### config.mk
export PLATFORM = sky130hd
export DESIGN_NAME = nan_quieter
export DESIGN_NICKNAME = d
export VERILOG_FILES = /design/src/rtl/nan_quieter_pkg.sv /design/src/rtl/nan_quieter_ctrl.sv /design/src/rtl/nan_quieter_dp.sv /design/src/rtl/nan_quieter.sv
export SDC_FILE = /design/constraint.sdc
export NUM_CORES = 1
export LEC_CHECK = 0
export BUFFER_PORTS_ARGS = -buffer_cell sky130_fd_sc_hd__buf_2
export CORE_MARGIN = 8
export CORE_UTILIZATION = 40
export CTS_BUF_LIST = sky130_fd_sc_hd__clkbuf_4
export CTS_CLUSTER_DIAMETER = 30
export DETAILED_ROUTE_END_ITERATION = 10
export HOLD_SLACK_MARGIN = 0.02
export PLACE_DENSITY = 0.78
export SKIP_LAST_GASP = 1
export SYNTH_ARGS = -nofsm -noshare
export SYNTH_HDL_FRONTEND = slang
export SYNTH_SLANG_ARGS = --single-unit
### constraint.sdc
create_clock -name clk -period 2.4 [get_ports clk]
set_clock_uncertainty 0.05 [all_clocks]
set_input_delay 0.12 -clock clk [delete_from_list [all_inputs] [get_ports clk]]
set_output_delay 0.12 -clock clk [all_outputs]
set_load 0.005 [all_outputs]
### src/rtl/nan_quieter_pkg.sv
package nan_quieter_pkg;

  localparam int WORD_W = 64;
  localparam int NUM_FMT = 4;

  typedef enum logic [1:0] {
    FMT_HALF   = 2'd0,
    FMT_BF16   = 2'd1,
    FMT_SINGLE = 2'd2,
    FMT_DOUBLE = 2'd3
  } fmtKind_t;

  typedef struct packed {
    logic [WORD_W-1:0] widthMask;
    logic [WORD_W-1:0] expMask;
    logic [WORD_W-1:0] fracMask;
    logic [WORD_W-1:0] msbBit;
    logic [WORD_W-1:0] nextBit;
    logic [WORD_W-1:0] signBit;
  } layout_t;

  // strobes from control to datapath
  typedef struct packed {
    logic    legacy;
    logic    noSnan;
    logic    defSign;
    layout_t lay;
  } ctrlStrobes_t;

  function automatic int expWidth(input int f);
    case (f)
      0:       return 5;
      1:       return 8;
      2:       return 8;
      default: return 11;
    endcase
  endfunction

  function automatic int fracWidth(input int f);
    case (f)
      0:       return 10;
      1:       return 7;
      2:       return 23;
      default: return 52;
    endcase
  endfunction

  function automatic layout_t buildLayout(input int f);
    layout_t l;
    int ew;
    int fw;
    ew = expWidth(f);
    fw = fracWidth(f);
    l.fracMask  = (64'd1 << fw) - 64'd1;
    l.expMask   = ((64'd1 << ew) - 64'd1) << fw;
    l.msbBit    = 64'd1 << (fw - 1);
    l.nextBit   = 64'd1 << (fw - 2);
    l.signBit   = 64'd1 << (ew + fw);
    l.widthMask = l.signBit | (l.signBit - 64'd1);
    return l;
  endfunction

endpackage

### src/rtl/nan_quieter_ctrl.sv
module nan_quieter_ctrl
  import nan_quieter_pkg::*;
(
  input  logic         [1:0] fmtSel,
  input  logic               legacyMode,
  input  logic               noSnanMode,
  input  logic               defNanSign,
  output ctrlStrobes_t       strobes
);

  layout_t layTab [NUM_FMT];

  for (genvar f = 0; f < NUM_FMT; f++) begin : g_layout
    assign layTab[f] = buildLayout(f);
  end

  fmtKind_t fmtK;
  assign fmtK = fmtKind_t'(fmtSel);

  always_comb begin
    strobes.legacy  = legacyMode;
    strobes.noSnan  = noSnanMode;
    strobes.defSign = defNanSign;
    case (fmtK)
      FMT_HALF:   strobes.lay = layTab[0];
      FMT_BF16:   strobes.lay = layTab[1];
      FMT_SINGLE: strobes.lay = layTab[2];
      default:    strobes.lay = layTab[3];
    endcase
  end

endmodule

### src/rtl/nan_quieter_dp.sv
module nan_quieter_dp
  import nan_quieter_pkg::*;
(
  input  logic                clk,
  input  logic                rst_n,
  input  logic [WORD_W-1:0]   inWord,
  input  ctrlStrobes_t        strobes,
  output logic                outQuiet,
  output logic                outSignaling,
  output logic [WORD_W-1:0]   outQuieted,
  output logic [WORD_W-1:0]   outDefault
);

  logic [WORD_W-1:0] inner;
  logic              expOnes;
  logic              fracNz;
  logic              isNan;
  logic              msbSet;
  logic              quietNext;
  logic              sigNext;
  logic [WORD_W-1:0] silenced;
  logic [WORD_W-1:0] quietedNext;
  logic [WORD_W-1:0] defaultNext;

  always_comb begin
    inner   = inWord & strobes.lay.widthMask;
    expOnes = (inner & strobes.lay.expMask) == strobes.lay.expMask;
    fracNz  = |(inner & strobes.lay.fracMask);
    isNan   = expOnes && fracNz;
    msbSet  = |(inner & strobes.lay.msbBit);
    // signaling when MSB matches the legacy polarity
    sigNext   = isNan && !strobes.noSnan && (msbSet == strobes.legacy);
    quietNext = isNan && !sigNext;
    if (strobes.legacy)
      silenced = (inner & ~strobes.lay.msbBit) | strobes.lay.nextBit;
    else
      silenced = inner | strobes.lay.msbBit;
    quietedNext = sigNext ? silenced : inner;
    defaultNext = strobes.lay.expMask
                | (strobes.legacy ? (strobes.lay.fracMask & ~strobes.lay.msbBit)
                                  : strobes.lay.msbBit)
                | (strobes.defSign ? strobes.lay.signBit : '0);
  end

  always_ff @(posedge clk) begin
    if (!rst_n) begin
      outQuiet     <= 1'b0;
      outSignaling <= 1'b0;
      outQuieted   <= '0;
      outDefault   <= '0;
    end else begin
      outQuiet     <= quietNext;
      outSignaling <= sigNext;
      outQuieted   <= quietedNext;
      outDefault   <= defaultNext;
    end
  end

  AST_CLASS_EXCLUSIVE: assert property (@(posedge clk) disable iff (!rst_n)
    !(outQuiet && outSignaling));

  AST_NOSNAN_NO_SIG: assert property (@(posedge clk) disable iff (!rst_n)
    $past(strobes.noSnan) && $past(rst_n) |-> !outSignaling);

  AST_SIGN_KEPT: assert property (@(posedge clk) disable iff (!rst_n)
    $past(rst_n) |->
    ((outQuieted & $past(strobes.lay.signBit)) ==
     ($past(inWord) & $past(strobes.lay.signBit))));

  AST_DEFAULT_EXP_ONES: assert property (@(posedge clk) disable iff (!rst_n)
    $past(rst_n) |->
    ((outDefault & $past(strobes.lay.expMask)) == $past(strobes.lay.expMask)));

  AST_OUT_IN_WIDTH: assert property (@(posedge clk) disable iff (!rst_n)
    $past(rst_n) |->
    ((outQuieted & ~$past(strobes.lay.widthMask)) == '0));

endmodule

### src/rtl/nan_quieter.sv
module nan_quieter
  import nan_quieter_pkg::*;
(
  input  logic        clk,
  input  logic        rst_n,
  input  logic [63:0] inWord,
  input  logic [1:0]  fmtSel,
  input  logic        legacyMode,
  input  logic        noSnanMode,
  input  logic        defNanSign,
  output logic        outQuiet,
  output logic        outSignaling,
  output logic [63:0] outQuieted,
  output logic [63:0] outDefault
);

  ctrlStrobes_t strobes;

  nan_quieter_ctrl i_ctrl (
    .fmtSel     (fmtSel),
    .legacyMode (legacyMode),
    .noSnanMode (noSnanMode),
    .defNanSign (defNanSign),
    .strobes    (strobes)
  );

  nan_quieter_dp i_dp (
    .clk          (clk),
    .rst_n        (rst_n),
    .inWord       (inWord),
    .strobes      (strobes),
    .outQuiet     (outQuiet),
    .outSignaling (outSignaling),
    .outQuieted   (outQuieted),
    .outDefault   (outDefault)
  );

endmodule

==> results of run 1 <==
[flip-flops by register name, indices dropped and copies added, names as in the netlist]
| name | cells |
|---|---|
| i_dp.outDefault | 14 |
| i_dp.outQuiet | 1 |
| i_dp.outQuieted | 64 |
| i_dp.outSignaling | 1 |
[cells by family (layout without fill, tap and decap cells)]
family,count (synthesis),after routing,synth area share (%)
AO/OA/AOI/OAI,22,22,6.72
multiplexers,4,4,1.41
AND/OR/NAND/NOR,103,103,21.0
adder cells (fa/ha/maj),1,1,0.428
flip-flops,80,80,54.8
XOR/XNOR,1,1,0.300
other,0,2,0
buffers and inverters,67,292,15.3
[power breakdown]
| part | switching, W | internal [W] | leakage [nW] |
|---|---|---|---|
| registers | 0.0000179 | 0.00138 | 0.657 |
| clock network | 0.000459 | 0.000336 | 0.0786 |
| logic | 0.000159 | 0.000211 | 1.65 |
| total | 0.000636 | 0.00192 | 2.38 |
[path summary, 6_finish.rpt]
| check | startpoint | endpoint | slack (ns) | depth (start not counted) |
|---|---|---|---|---|
| worst max-delay path | fmtSel[1] | i_dp.outQuieted[6] | 0.15 | 9 |
| worst min-delay path | inWord[22] | i_dp.outQuieted[22] | 0.07 | 3 |
[cell type report]
type / count / area [um2] / share of cell area [%]
diodes: 2 / 5.00 / 0.112
repair buffers: 271 / 1700 / 38.0
inverters: 5 / 18.8 / 0.419
multi-input cells: 131 / 885 / 19.7
flip-flops and latches: 80 / 1600 / 35.8
well taps: 99 / 124 / 2.77
clock inverters: 6 / 68.8 / 1.54
clock buffers: 10 / 75.1 / 1.68
[tightest hold or removal path: stages]
cell and delay, ns:
buf_2 0.11, o2111a_1 0.18, a31o_2 0.09
[cells in the final DEF, fill, tap and decap left out, types with 2 or more instances in the layout]
master           n
buf_2          200
dfxtp_1         80
dlygate4sd3_1   67
and2_1          46
and3_1          14
clkbuf_4        10
nor4_1           9
nor3_1           8
nor2_1           6
inv_1            5
nand4_1          5
buf_4            4
nand2_1          3
nor2b_1          3
a41o_1           3
mux2i_1          3
a21boi_0         3
clkinv_4         3
diode_2          2
nand3_1          2
o211a_1          2
[what timing repair did]
item / CTS / global route
setup endpoints to repair: 0 / 3
gates resized for setup: 0 / 2
hold buffers: 67 / 0
hold endpoints to repair: 71 / 0
[per-stage QoR]
stage | power (W) | cells | hold WS (ns) | utilization (%)
global placement | 0.00170 | 519 | 0.276 | 50.9
floorplan | 0.00157 | 278 | 0.146 | -
CTS | 0.00260 | 602 | 0.0272 | 62.2
global route | 0.00270 | 602 | 0.0435 | 62.4
detailed placement | 0.00171 | 519 | 0.279 | 50.9
finish | 0.00256 | 604 | 0.0737 | 62.4
[routing by layer]
layer  global-route usage (%)  wire length [um]
met5                        0                 0
met3                     7.29               978
met1                     18.0              3540
met2                     35.0              5350
met4                     8.36               159
==> flow_metrics.py, run 1 <==
metrics = {
    "sta": {
        "post-route-min-period_ns": 2.25,
        "fin_tns_setup_ns": 0,
        "finalCritPeriodShare_pct": 93.8,
        "fin_ws_ns": 0.149,
        "rsz0062_at_grt": "false",
        "setup_viol": 0,
        "slew_violations": 0,
        "maxSlewHeadroom_pct": 41.8,
        "tightest_slew_ns": 0.866,
        "timing.final.hold_violations": 0,
        "max_freq_ghz": 0.444,
    },
    "cts": {
        "path_clk_slew_ns": 0.12,
        "cts_buffers": 9,
        "cts_sinks": 80,
        "cts_tree": "built",
        "cts_root_buffer": "clkbuf_4",
        "postCtsSetupBuffers": 0,
        "h-tree-depth": 3,
        "cts_buffer_depth": 2,
    },
    "layout": {
        "fill_cells": 590,
        "num-nets-final": 570,
        "drive_gt1_share_pct": 44.9,
        "area_growth_pct": 53.3,
        "final_cell_area_um2": 4480,
    },
    "yosys": {
        "ys_seq_area_share_pct": 54.8,
        "syn_nets": 350,
        "synth_top_cell_area_share_pct": 54.8,
        "synthCells": 278,
        "synth-edff-count": 0,
        "synthArstFlopShare_pct": 0,
        "synthTopCellsByCount": "dfxtp_1, buf_4, and2_1, and3_1, nor4_1",
        "synth.most_common_cell": "dfxtp_1",
        "yosys_most_used_dff": "dfxtp_1",
        "syn_area_per_cell_um2": 10.5,
        "yosys_warnings": 0,
        "yosysTopAreaCell": "dfxtp_1",
        "synthTopCellsByArea": "dfxtp_1, buf_4, and2_1",
        "synth.cell_area_um2": 2920,
        "ys_types": 39,
        "synth-seq-cells": 80,
    },
    "grt": {
        "grt_max_degree": 25,
        "antenna_found_initial": 0,
        "grt-ovfl-total": 0,
        "grt_usage_pct": 18.9,
        "grt_pass1_wl_mm": 14.8,
        "grt_pass1_vias": 2916,
    },
    "floorplanning": {
        "die_h_um": 101,
        "dieWidth_um": 101,
        "io_pins": 201,
        "initial_utilization_pct": 40.7,
        "rows": 31,
        "die_area_um2": 10300,
        "design.core.area_um2": 7180,
    },
    "outcome": {
        "status": "finished clean",
    },
    "power_and_ir_drop": {
        "ir_drop_mv": 0.318,
        "power_leakage_nw": 2.38,
        "p_per_area_nw_per_um2": 572,
    },
    "placement": {
        "port_buffers": 200,
        "dp_slack_ns": 0.0748,
        "place_area_um2": 3650,
        "gp_congestion": 0.834,
        "dp_hpwl_mm": 7.34,
    },
    "drt": {
        "finalWirelength_mm": 10.0,
        "drt-initial-drc-count": 83,
        "final_antenna_net_count": 0,
        "viasPerCell": 4.58,
        "vias": 2767,
        "route.detailed.drc": 0,
        "dr.pass1.iters": 4,
        "routedWlPerCell_um": 16.6,
    },
    "setup_path": {
        "path_max_fanout": 9,
        "cpMaxStageDelayCell": "nor3_1",
        "worstPathCellList": "dlygate4sd3_1 -> buf_2 -> buf_4 -> mux2i_1 -> mux2_2 -> xnor2_1 -> nand2b_1 -> nor3_1 -> a41o_1",
        "cp-start-kind": "input port",
        "crit_path_end_kind": "register",
        "cpLargestDelayFamily": "buffers and inverters",
        "critPathArrivalTime_ns": 2.55,
        "required_ns": 2.70,
        "path_class": "input port to register",
        "cp_num_buf_inv": 3,
        "cp_slowest_stage_delay_ns": 0.67,
    },
    "flow_run": {
        "max-cap-violations": 0,
    },
    "worst_hold_path": {
        "min_path_type": "input port to register",
    },
}
No activity file was read; power rests on OpenSTA's default activity.
==> inputs of run 2 (changes only) <==
--- a/config.mk
+++ b/config.mk
@@ -12,8 +12,8 @@
 export CTS_CLUSTER_DIAMETER = 30
 export DETAILED_ROUTE_END_ITERATION = 10
 export HOLD_SLACK_MARGIN = 0.02
-export PLACE_DENSITY = 0.78
 export SKIP_LAST_GASP = 1
 export SYNTH_ARGS = -nofsm -noshare
 export SYNTH_HDL_FRONTEND = slang
+export SYNTH_HIERARCHICAL = 1
 export SYNTH_SLANG_ARGS = --single-unit
==> flow_metrics.py, run 2 <==
metrics = {
    "yosys": {
        "synthArstFlopShare_pct": 0,
        "synth-edff-count": 0,
        "yosys_warnings": 6,
        "ys_seq_area_share_pct": 24.4,
        "yosys_most_used_dff": "dfxtp_1",
        "synthCells": 1393,
        "synth-seq-cells": 130,
        "ys_types": 33,
        "yosysTopAreaCell": "buf_4",
        "synth.cell_area_um2": 10700,
        "syn_area_per_cell_um2": 7.65,
        "synth_top_cell_area_share_pct": 26.9,
        "synthTopCellsByArea": "buf_4, dfxtp_1, nand3_1",
        "synthTopCellsByCount": "buf_4, nand3_1, nand2_1, dfxtp_1, a31oi_1",
        "synth.most_common_cell": "buf_4",
    },
    "cts": {
        "cts_sinks": 130,
        "cts_buffer_depth": 2,
        "cts_tree": "built",
        "cts_resized": 0,
        "cts_root_buffer": "clkbuf_4",
        "cts_buffers": 17,
        "h-tree-depth": 4,
        "path_clk_slew_ns": 0.12,
    },
    "sta": {
        "post-route-min-period_ns": 2.25,
        "rsz0062_at_grt": "false",
        "finalCritPeriodShare_pct": 93.8,
        "timing.final.hold_violations": 0,
        "slew_violations": 0,
        "tightest_slew_ns": 0.704,
        "max_freq_ghz": 0.444,
        "fin_ws_ns": 0.148,
        "maxSlewHeadroom_pct": 53.1,
        "setup_viol": 0,
    },
    "layout": {
        "drive_gt1_share_pct": 20.9,
        "fin_cells": 1874,
        "final_cell_area_um2": 11300,
        "fin_util_pct": 43.1,
        "top_regs": "i_dp/outDefault (64), i_dp/outQuieted (64)",
        "num-nets-final": 1595,
        "final_common_cell": "conb_1",
        "area_growth_pct": 5.80,
        "final_cell_mix": "conb_1, buf_2, nand3_1",
    },
    "floorplanning": {
        "rows": 59,
        "initial_utilization_pct": 40.8,
        "io_pins": 201,
        "dieWidth_um": 179,
        "die_area_um2": 32100,
        "design.core.area_um2": 26100,
        "die_h_um": 179,
    },
    "worst_hold_path": {
        "min_from": "inWord[22]",
        "min_path_type": "input port to register",
        "hold_depth": 4,
        "min_to": "i_dp/outQuieted[22]",
    },
    "drt": {
        "finalWirelength_mm": 37.2,
        "routedWlPerCell_um": 19.9,
        "drt-initial-drc-count": 1200,
        "vias": 9885,
        "final_antenna_net_count": 0,
        "viasPerCell": 5.27,
        "route.detailed.drc": 0,
        "dr.pass1.iters": 6,
    },
    "setup_path": {
        "crit_path_end_kind": "register",
        "required_ns": 2.85,
        "cp-start-kind": "input port",
        "path_max_fanout": 11,
        "critPathArrivalTime_ns": 2.70,
        "path_class": "input port to register",
    },
    "placement": {
        "place_area_um2": 10400,
        "dp_slack_ns": -0.137,
        "gp_congestion": 0.960,
        "port_buffers": 200,
        "dpl.cell_count": 1778,
        "dp_hpwl_mm": 28.1,
    },
    "grt": {
        "antenna_found_initial": 3,
        "grt-ovfl-total": 0,
        "grt_usage_pct": 22.8,
        "grt_pass1_wl_mm": 55.5,
        "grt_max_degree": 65,
        "grt_pass1_vias": 9438,
    },
    "power_and_ir_drop": {
        "power_leakage_nw": 5.71,
        "total_power_w": 0.00527,
        "ir_drop_mv": 0.232,
        "p_per_area_nw_per_um2": 468,
    },
    "flow_run": {
        "max-cap-violations": 0,
    },
    "outcome": {
        "status": "finished clean",
    },
}
run 2: cell count changes in the layout (fill, tap and decap cells not counted), moves of 46 or more:
cell      delta
conb_1     +253
nand3_1    +179
nand2_1    +176
a31oi_1     +86
a21oi_1     +67
nand3b_1    +64
a41o_1      +57
dfxtp_1     +50
buf_4       +47
and2_1      -46
run 2: area by class of cell:
class / instances / area [um2]
Inverter: 3 / 11.3
Fill cell: 2760 / 14900
Timing Repair Buffer: 319 / 2150
Sequential cell: 130 / 2600
Tap cell: 335 / 419
Multi-Input combinational cell: 1053 / 5790
Clock buffer: 20 / 150
Antenna cell: 2 / 5.00
Clock inverter: 12 / 140
run 2: cell families (layout without fill, tap and decap cells):
| logic type | Yosys count | count (layout) | synth area share [%] |
|---|---|---|---|
| and+or+nand+nor | 484 | 484 | 22.8 |
| muxes | 26 | 26 | 2.75 |
| buffers and inverters | 461 | 354 | 30.2 |
| DFF | 130 | 130 | 24.4 |
| AOI/OAI and AO/OA | 290 | 290 | 19.8 |
| other | 2 | 255 | 0.0705 |
run 2: what timing repair did:
action	CTS	global route
hold endpoints to repair	66	0
hold buffers	62	0
setup buffers	0	0
run 2: stage by stage:
stage	hold slack, ns	TNS [ns]
2_1_floorplan	0.323	-0.0569
3_3_place_gp	0.448	-0.339
3_5_place_dp	0.448	-1.14
4_1_cts	0.0206	0
5_1_grt	0.0387	0
6_report	0.0861	0
run 2: worst max path at each step:
stage	start	end	cells after the start
floorplan	fmtSel[1]	i_dp/outQuieted[51]	12
global placement	fmtSel[1]	i_dp/outQuiet	12
detailed placement	fmtSel[1]	i_dp/outQuieted[22]	9
CTS	inWord[7]	i_dp/outQuieted[6]	9
global route	inWord[7]	i_dp/outQuieted[6]	9
finish	inWord[7]	i_dp/outQuieted[6]	9
run 2: report_power, final:
group	leakage (nW)	internal, W	switching [W]
Combinational	4.48	0.000524	0.000831
Sequential	1.08	0.00228	0.0000279
Clock	0.154	0.000741	0.000874
Total	5.71	0.00354	0.00173
run 2: critical path: stages:
cell           delay, ns
dlygate4sd3_1       0.53
buf_2               0.16
a21boi_0            0.21
a2111oi_0           0.47
nand3_1             0.16
nor4_1              0.22
and4b_4             0.41
buf_4               0.21
a41o_1              0.18
run 2: layer usage:
metal | vias up | share of wire (%) | routed length [um] | global-route usage (%)
met5 | - | 0 | 0 | 0
met4 | 0 | 2.8 | 1060 | 8.33
met3 | 67 | 8.6 | 3190 | 5.52
met2 | 477 | 45 | 16600 | 35.6
met1 | 4565 | 44 | 16400 | 30.0
li1 | 4776 | - | - | -
==> inputs of run 3 (changes only) <==
==> constraint.sdc (replaced) <==
create_clock -name clk -period 2.4 [get_ports clk]
set_clock_uncertainty 0.05 [all_clocks]
set_input_delay 0.24 -clock clk [delete_from_list [all_inputs] [get_ports clk]]
set_output_delay 0.24 -clock clk [all_outputs]
set_load 0.005 [all_outputs]
==> flow_metrics.py, run 3 (synthesis results as in run 2) <==
metrics = {
    "cts": {
        "postCtsSetupBuffers": 0,
        "cts_buffer_depth": 2,
        "path_clk_slew_ns": 0.13,
        "cts_tree": "built",
        "cts_buffers": 17,
        "h-tree-depth": 4,
        "cts_root_buffer": "clkbuf_4",
        "cts_sinks": 130,
    },
    "floorplanning": {
        "initial_utilization_pct": 40.8,
        "die_h_um": 179,
        "dieWidth_um": 179,
        "io_pins": 201,
        "rows": 59,
        "die_area_um2": 32100,
        "design.core.area_um2": 26100,
    },
    "layout": {
        "final_common_cell": "conb_1",
        "fin_util_pct": 41.2,
        "area_growth_pct": 0.998,
        "top_regs": "i_dp/outDefault (64), i_dp/outQuieted (64)",
        "drive_gt1_share_pct": 22.4,
        "final_cell_mix": "conb_1, buf_2, nand3_1",
        "fin_cells": 1837,
        "num-nets-final": 1556,
        "final_cell_area_um2": 10800,
    },
    "setup_path": {
        "cp-start-kind": "input port",
        "critPathArrivalTime_ns": 2.54,
        "path_class": "input port to register",
        "path_max_fanout": 8,
        "required_ns": 2.81,
        "cpMaxStageDelayCell": "a2111oi_0",
        "worstPathCellList": "buf_2 -> buf_4 -> nor2b_1 -> a21boi_0 -> a2111oi_0 -> nand3_1 -> nor4_1 -> and4b_4 -> a311oi_1 -> a41o_1",
        "crit_path_end_kind": "register",
        "cp_slowest_stage_delay_ns": 0.59,
    },
    "drt": {
        "route.detailed.drc": 0,
        "dr.pass1.iters": 6,
        "wl_met1_mm": 16.5,
        "wl_met3_mm": 2.99,
        "viasPerCell": 5.28,
        "finalWirelength_mm": 36.6,
        "dr.max_layer_used": "met5",
        "final_antenna_net_count": 0,
        "drt-initial-drc-count": 998,
        "wl_met2_mm": 16.2,
        "vias": 9699,
        "routedWlPerCell_um": 19.9,
    },
    "sta": {
        "hold-worst-slack_ns": 0.0847,
        "timing.final.hold_violations": 0,
        "rsz0062_at_grt": "false",
        "post-route-min-period_ns": 2.13,
        "finalCritPeriodShare_pct": 88.7,
        "maxSlewHeadroom_pct": 52.1,
        "slew_violations": 0,
        "max_freq_ghz": 0.470,
        "tightest_slew_ns": 0.701,
        "setup_viol": 0,
    },
    "power_and_ir_drop": {
        "total_power_w": 0.00499,
        "p_int_w": 0.00325,
        "p_per_area_nw_per_um2": 463,
        "switching_power_w": 0.00174,
        "ir_drop_mv": 0.245,
        "power_frac_clock_pct": 27.9,
        "swShare_pct": 34.8,
        "p_comb_share_pct": 25.9,
        "power_frac_seq_pct": 46.2,
        "power_leakage_nw": 5.53,
    },
    "placement": {
        "gp_congestion": 0.996,
        "port_buffers": 200,
        "dpl.cell_count": 1796,
        "dp_hpwl_mm": 28.0,
        "place_area_um2": 10500,
    },
    "grt": {
        "grt-ovfl-total": 0,
        "grt_usage_pct": 22.6,
        "antenna_found_initial": 7,
        "grt_pass1_vias": 9048,
        "grt_max_degree": 111,
        "grt_pass1_wl_mm": 54.9,
    },
    "flow_run": {
        "max-cap-violations": 0,
    },
    "worst_hold_path": {
        "hold_depth": 4,
        "min_path_type": "input port to register",
        "min_to": "i_dp/outQuieted[3]",
        "min_from": "inWord[3]",
    },
    "outcome": {
        "status": "finished clean",
    },
}
-- run 3: cell count changes in the layout (fill, tap and decap cells not counted), sizes merged --
cell         previous run  this run
buf                   257       275
clkbuf                 20        18
clkinv                  6         9
diode                   2         5
bufinv                  3         1
dlygate4sd3            62         5
-- run 3: stage by stage --
step                worst slack, ns  setup TNS [ns]
finish                        0.271               0
global route                  0.260               0
CTS                           0.381               0
detailed placement           -0.248           -2.23
global placement             -0.247           -2.20
floorplan                    -0.139          -0.661
-- run 3: layout make-up --
cell class              count  area [um2]
multi-input cells        1053        5790
flip-flops and latches    130        2600
clock inverters            13        96.3
repair buffers            280        1690
diodes                      5        12.5
well taps                 335         419
inverters                   3        11.3
fillers                  2851       15400
clock buffers              18         135
-- run 3: power by group through the flow --
stage / registers [W] / logic, W / clock network (W)
global route: 0.00232 / 0.00142 / 0.00152
detailed placement: 0.00235 / 0.00119 / 0
CTS: 0.00231 / 0.00120 / 0.00144
finish: 0.00230 / 0.00129 / 0.00139
floorplan: 0.00237 / 0.00111 / 0
global placement: 0.00235 / 0.00119 / 0
-- run 3: worst max-delay path by stage --
stage / startpoint / to
after global routing: fmtSel[1] / i_dp/outQuiet
after CTS: fmtSel[1] / i_dp/outQuieted[22]
after detailed placement: fmtSel[1] / i_dp/outQuieted[22]
after global placement: fmtSel[1] / i_dp/outQuieted[22]
final: fmtSel[1] / i_dp/outQuieted[22]
after floorplan: fmtSel[1] / i_dp/outQuieted[51]
-- run 3: routing by layer --
metal / vias up / GRT usage, %
met3: 49 / 4.63
met4: 4 / 7.95
met2: 435 / 34.6
met1: 4512 / 30.9
met5: - / 0
li1: 4699 / -
-- run 3: repair_timing --
action                    in CTS  in global routing
hold buffers                   5                  0
gates resized for setup        0                  0
hold endpoints to repair       9                  0
-- run 3: critical path, delay by kind of cell --
| family | cells | cell delay (ns) |
|---|---|---|
| compound gates | 4 | 1.10 |
| simple gates | 4 | 0.84 |
| buf+inv | 2 | 0.35 |
